### src/rtl/evt_chan_pkg.sv
package evt_chan_pkg;

  typedef enum logic [1:0] {
    PATH_SYNC   = 2'd0,
    PATH_RESYNC = 2'd1,
    PATH_ASYNC  = 2'd2,
    PATH_RSVD   = 2'd3
  } path_e;

  typedef enum logic [1:0] {
    EDGE_NONE = 2'd0,
    EDGE_RISE = 2'd1,
    EDGE_FALL = 2'd2,
    EDGE_BOTH = 2'd3
  } edge_e;

  typedef struct packed {
    logic       on_demand;
    logic       run_stby;
    edge_e      edge_sel;
    path_e      path;
    logic [6:0] gen_sel;
  } cfg_t;

  localparam logic [31:0] CFG_RESET = 32'h0000_8000;
  localparam logic [31:0] CFG_MASK  = 32'h0000_CF7F;

  function automatic logic edge_hit(edge_e e, logic now_v, logic old_v);
    return (e[0] & now_v & ~old_v) | (e[1] & ~now_v & old_v);
  endfunction

endpackage

### src/rtl/evt_chan_cfg.sv
module evt_chan_cfg
  import evt_chan_pkg::*;
(
  input  logic        clk_i,
  input  logic        rst_ni,
  input  logic        we_i,
  input  logic [31:0] wdata_i,
  output logic [31:0] word_o,
  output cfg_t        cfg_o
);
  logic [31:0] word_q;

  always_ff @(posedge clk_i or negedge rst_ni) begin
    if (!rst_ni)   word_q <= CFG_RESET;
    else if (we_i) word_q <= wdata_i & CFG_MASK;
  end

  assign word_o = word_q;

  always_comb begin
    cfg_o.on_demand = word_q[15];
    cfg_o.run_stby  = word_q[14];
    cfg_o.edge_sel  = edge_e'(word_q[11:10]);
    cfg_o.path      = path_e'(word_q[9:8]);
    cfg_o.gen_sel   = word_q[6:0];
  end
endmodule

### src/rtl/evt_chan_mux.sv
module evt_chan_mux #(
  parameter int unsigned GEN_W    = 7,
  parameter int unsigned GEN_LAST = 88,
  localparam int unsigned N_GEN   = 1 << GEN_W
) (
  input  logic [N_GEN-1:0] gen_i,
  input  logic [GEN_W-1:0] sel_i,
  output logic             valid_o,
  output logic             sig_o
);
  assign valid_o = (sel_i != '0) && (int'(sel_i) <= int'(GEN_LAST));
  assign sig_o   = valid_o & gen_i[sel_i];
endmodule

### src/rtl/evt_chan_pipe.sv
module evt_chan_pipe
  import evt_chan_pkg::*;
#(
  parameter int unsigned DEPTH = 3
) (
  input  logic  clk_i,
  input  logic  rst_ni,
  input  logic  sig_i,
  input  logic  active_i,
  input  path_e path_i,
  input  edge_e edge_i,
  input  logic  on_demand_i,
  output logic  evt_o,
  output logic  req_o
);
  logic [DEPTH-1:0] st_q;
  logic             hold_q;
  logic             clocked, resync, cur, prv, pulse, early, mid;

  always_ff @(posedge clk_i or negedge rst_ni) begin
    if (!rst_ni) begin
      st_q   <= '0;
      hold_q <= 1'b0;
    end else begin
      st_q   <= {st_q[DEPTH-2:0], sig_i};
      hold_q <= active_i & clocked & pulse;
    end
  end

  assign clocked = (path_i == PATH_SYNC) || (path_i == PATH_RESYNC);
  assign resync  = (path_i == PATH_RESYNC);
  assign cur     = resync ? st_q[1] : st_q[0];
  assign prv     = resync ? st_q[2] : st_q[1];
  assign pulse   = edge_hit(edge_i, cur, prv);
  // edge still in flight ahead of the detector
  assign early   = edge_hit(edge_i, sig_i, st_q[0]);
  assign mid     = resync & edge_hit(edge_i, st_q[0], st_q[1]);

  always_comb begin
    evt_o = 1'b0;
    req_o = 1'b0;
    if (active_i) begin
      if (path_i == PATH_ASYNC) begin
        evt_o = sig_i;
        req_o = ~on_demand_i | sig_i;
      end else begin
        evt_o = pulse;
        req_o = ~on_demand_i | early | mid | pulse | hold_q;
      end
    end
  end
endmodule

### src/rtl/evt_chan_top.sv
module evt_chan_top
  import evt_chan_pkg::*;
#(
  parameter int unsigned GEN_W    = 7,
  parameter int unsigned GEN_LAST = 88,
  localparam int unsigned N_GEN   = 1 << GEN_W
) (
  input  logic             clk_i,
  input  logic             rst_ni,
  input  logic             cfg_we_i,
  input  logic [31:0]      cfg_wdata_i,
  output logic [31:0]      cfg_q_o,
  input  logic [N_GEN-1:0] gen_i,
  input  logic             standby_i,
  output logic             evt_o,
  output logic             clk_req_o
);
  cfg_t cfg;
  logic gen_valid, gen_sig, active;

  evt_chan_cfg u_cfg (
    .clk_i   (clk_i),
    .rst_ni  (rst_ni),
    .we_i    (cfg_we_i),
    .wdata_i (cfg_wdata_i),
    .word_o  (cfg_q_o),
    .cfg_o   (cfg)
  );

  evt_chan_mux #(.GEN_W(GEN_W), .GEN_LAST(GEN_LAST)) u_mux (
    .gen_i   (gen_i),
    .sel_i   (cfg.gen_sel[GEN_W-1:0]),
    .valid_o (gen_valid),
    .sig_o   (gen_sig)
  );

  assign active = gen_valid && (cfg.path != PATH_RSVD) &&
                  !(standby_i && !cfg.run_stby);

  evt_chan_pipe #(.DEPTH(3)) u_pipe (
    .clk_i       (clk_i),
    .rst_ni      (rst_ni),
    .sig_i       (gen_sig),
    .active_i    (active),
    .path_i      (cfg.path),
    .edge_i      (cfg.edge_sel),
    .on_demand_i (cfg.on_demand),
    .evt_o       (evt_o),
    .req_o       (clk_req_o)
  );
endmodule

### config.mk
export PLATFORM = sky130hd
export DESIGN_NAME = evt_chan_top
export DESIGN_NICKNAME = d
export VERILOG_FILES = /design/src/rtl/evt_chan_pkg.sv /design/src/rtl/evt_chan_cfg.sv /design/src/rtl/evt_chan_mux.sv /design/src/rtl/evt_chan_pipe.sv /design/src/rtl/evt_chan_top.sv
export SDC_FILE = /design/constraint.sdc
export NUM_CORES = 1
export LEC_CHECK = 0
export CAP_MARGIN = 20
export CORE_MARGIN = 1.5
export CORE_UTILIZATION = 25
export CTS_CLUSTER_SIZE = 10
export DETAILED_ROUTE_END_ITERATION = 8
export PLACE_DENSITY = 0.79
export SLEW_MARGIN = 20
export SYNTH_ARGS = -nofsm -noshare
export SYNTH_HDL_FRONTEND = slang
export SYNTH_SLANG_ARGS = --single-unit
### constraint.sdc
create_clock -name clk_i -period 3.14 [get_ports clk_i]
set_clock_uncertainty 0.1 [all_clocks]
set_input_delay 0.628 -clock clk_i [delete_from_list [all_inputs] [get_ports clk_i]]
set_output_delay 0.628 -clock clk_i [all_outputs]
set_load 0.01 [all_outputs]
==> results_dict.tcl <==
set metrics [dict create \
    status "finished with violations" \
    violations "setup timing" \
    cts_root_buf "clkbuf_8" \
    netSwitchingPower_mw 0.393 \
    max_cap_viol_count 0 \
    die_h_um 96.3 \
    wl_um 8370 \
    num_vias 2393 \
    post_synth_inst_count 203 \
    pin_count 198 \
    crit_fanout 3 \
    clock_latency_ns 0.25 \
    fillers 777 \
    drc 0 \
    numCtsBuffers 3 \
    post-route-period-util_pct 116 \
    synth-main-ff-cell "dfrtp_1" \
    gp_congestion 0.781 \
    synth_top_cell_by_area "mux4_2" \
    vias_per_cell 4.82 \
    busiest_layer "met2" \
    die_x_um 96.3 \
    grt_max_degree 20 \
    synth_common_cells "21 x buf_4, 21 x mux2i_1, 19 x mux4_2, 16 x dfrtp_1, 13 x mux2_2" \
    seq_area_frac_synth_pct 19.6 \
    r2r_slack_ns 0.70 \
    grt_pass1_wl_um 11600 \
    ctsHtreeMaxLevel 1 \
    drv_slew 0 \
    fmax_mhz 275 \
    cp-start-kind "input pin" \
    final_area_mm2 0.00430 \
    clockBufferDepth 2 \
    met2_usage_pct 32.8 \
    use_met3_pct 3.63 \
    worstSetupPathType "in -> out" \
    drt_iter0_markers 50 \
    power_frac_clock_pct 13.8 \
    antenna_found_initial 1 \
    fin_ws_ns -0.500 \
    async_flop_share_pct 100 \
    pwr-share-seq_pct 23.3 \
    wl_per_cell_um 16.9 \
    power_frac_comb_pct 63.0 \
    grt.total_usage_pct 16.2 \
    die-area_mm2 0.00927 \
    vdd_ir_drop_max_v 0.000231 \
    synth_cell_types 48 \
    dr.pass1.iters 4 \
    dp_hpwl_um 6720 \
    maxSlewHeadroom_pct 47.8 \
    num_rows 33 \
    dpl_cell_area_mm2 0.00401 \
    start_util_pct 26.1 \
    p_leak_nw 1.85 \
    grt_pass1_vias 2473 \
    fin_crit_ns 3.64 \
    areaGrowthSynthToFinish_pct 97.7 \
    tightest_slew_ns 0.781 \
    cp-end-kind "output port" \
    cts_tree "built" \
    ys_ff_latch 17 \
    powerDensity_mw_per_mm2 280 \
    hold_violations 0 \
    worstPathRequired_ns 2.41 \
    drive_above_1_share_pct 26.2 \
    clk_pin_slew_ns 0.07 \
    nets 555 \
    synth_enable_flop_cells 0 \
    clkSinkCount 17 \
    antenna_left 0 \
    cp.arrival_ns 2.91 \
    synth_top_area_share_pct 19.7 \
    grt_overflow 0 \
    coreArea_mm2 0.00834 \
    ys_top_cells_by_area "mux4_2 20%, dfrtp_1 18%, mux2i_1 9.7%" \
    synth_area_mm2 0.00218 \
    p_int_mw 0.812 \
    port_buffers 159 \
    yosys_warnings 0 \
    final_core_util_pct 51.6 \
    p_sw_share_pct 32.6 \
    setup_violations 2 \
    min_path_type "reg -> reg" \
    rsz0062_at_grt "true" \
    grt_util_met1_pct 17.0 \
    syn_area_per_cell_um2 10.7 \
]
-- per-stage QoR --
| step | setup TNS, ns | power (mW) | setup WS (ns) | instances | hold slack, ns |
|---|---|---|---|---|---|
| 5_1_grt | -1.06 | 1.28 | -0.585 | 495 | 0.389 |
| 2_1_floorplan | 0 | 0.628 | 0.0645 | 221 | 0.232 |
| 3_3_place_gp | -1.69 | 0.953 | -0.885 | 478 | 0.307 |
| 6_report | -0.911 | 1.20 | -0.500 | 496 | 0.352 |
| 3_5_place_dp | -1.76 | 0.966 | -0.923 | 478 | 0.330 |
| 4_1_cts | -0.866 | 1.17 | -0.493 | 487 | 0.341 |
-- worst paths after layout --
check	start	endpoint	depth (start not counted)
setup reg to reg	u_cfg.word_o[0]$_DFFE_PN0P_	u_pipe.st_q[0]$_DFF_PN0_	8
min in group asynchronous	rst_ni	u_cfg.word_o[8]$_DFFE_PN0P_	1
hold / removal	u_pipe.st_q[1]$_DFF_PN0_	u_pipe.st_q[2]$_DFF_PN0_	0
max in group asynchronous	rst_ni	u_cfg.word_o[0]$_DFFE_PN0P_	1
hold reg to reg	u_pipe.st_q[1]$_DFF_PN0_	u_pipe.st_q[2]$_DFF_PN0_	0
setup / recovery	gen_i[108]	clk_req_o	9
-- power by group through the flow --
stage               clock network (mW)  registers [mW]  logic (mW)
finish                           0.166           0.280       0.759
global route                     0.183           0.287       0.813
CTS                              0.175           0.283       0.708
detailed placement                   0           0.287       0.679
global placement                     0           0.285       0.667
floorplan                            0           0.282       0.346
-- flip-flops by register name (all words and copies together) (netlist names) --
register and cells:
u_cfg.word_o 13, u_pipe.st_q 3, u_pipe.hold_q 1
-- cells in the final DEF, fill, tap and decap left out, types with 5 or more instances in the layout --
cell	instances
clkdlybuf4s50_1	122
buf_4	30
dlygate4sd2_1	23
mux4_2	21
conb_1	19
mux2i_1	18
dfrtp_1	15
dlymetal6s2s_1	12
nand2_1	11
mux2_2	11
nor2_1	8
nand3_1	8
buf_12	7
o21ai_0	6
nor2b_1	5
-- cell families (layout without fill, tap and decap cells) --
| kind of cell | count (synthesis) | after routing | share of synthesized area [%] |
|---|---|---|---|
| flops | 17 | 17 | 19.6 |
| simple gates | 53 | 53 | 13.9 |
| compound gates | 34 | 34 | 12.4 |
| mux | 58 | 58 | 41.6 |
| other cells | 1 | 20 | 0.172 |
| buf+inv | 40 | 209 | 12.4 |
-- area by class of cell --
| cell class | count | area, um^2 | share of cell area, % |
|---|---|---|---|
| clock inverter | 1 | 5.00 | 0.116 |
| inverter | 4 | 15.0 | 0.349 |
| sequential | 17 | 428 | 9.95 |
| tap | 105 | 131 | 3.05 |
| antenna | 1 | 2.50 | 0.0582 |
| timing repair buffer | 201 | 2020 | 46.9 |
| clock buffer | 3 | 41.3 | 0.960 |
| multi-input combinational | 164 | 1660 | 38.6 |
-- critical path, cell delays in order --
cell and delay, ns:
clkdlybuf4s50_1 0.39, mux4_2 0.47, nor3b_4 0.17, o311a_4 0.38, a211oi_4 0.29, buf_6 0.16, mux2i_2 0.21, a21oi_2 0.07
buf_2 0.14
-- routing by layer --
layer / vias to the layer above / wire, um
li1: 1124 / -
met1: 1166 / 2860
met2: 99 / 4660
met3: 4 / 814
met4: 0 / 33
met5: - / 0
-- timing repair --
action,CTS,global route
hold endpoints to repair,0,0
resized for setup,46,23
hold buffers,0,0
endpoints found under the setup margin,2,2
gates cloned,0,1
pin swaps,10,8
buffers inserted,5,7
No activity file was read; power rests on OpenSTA's default activity.
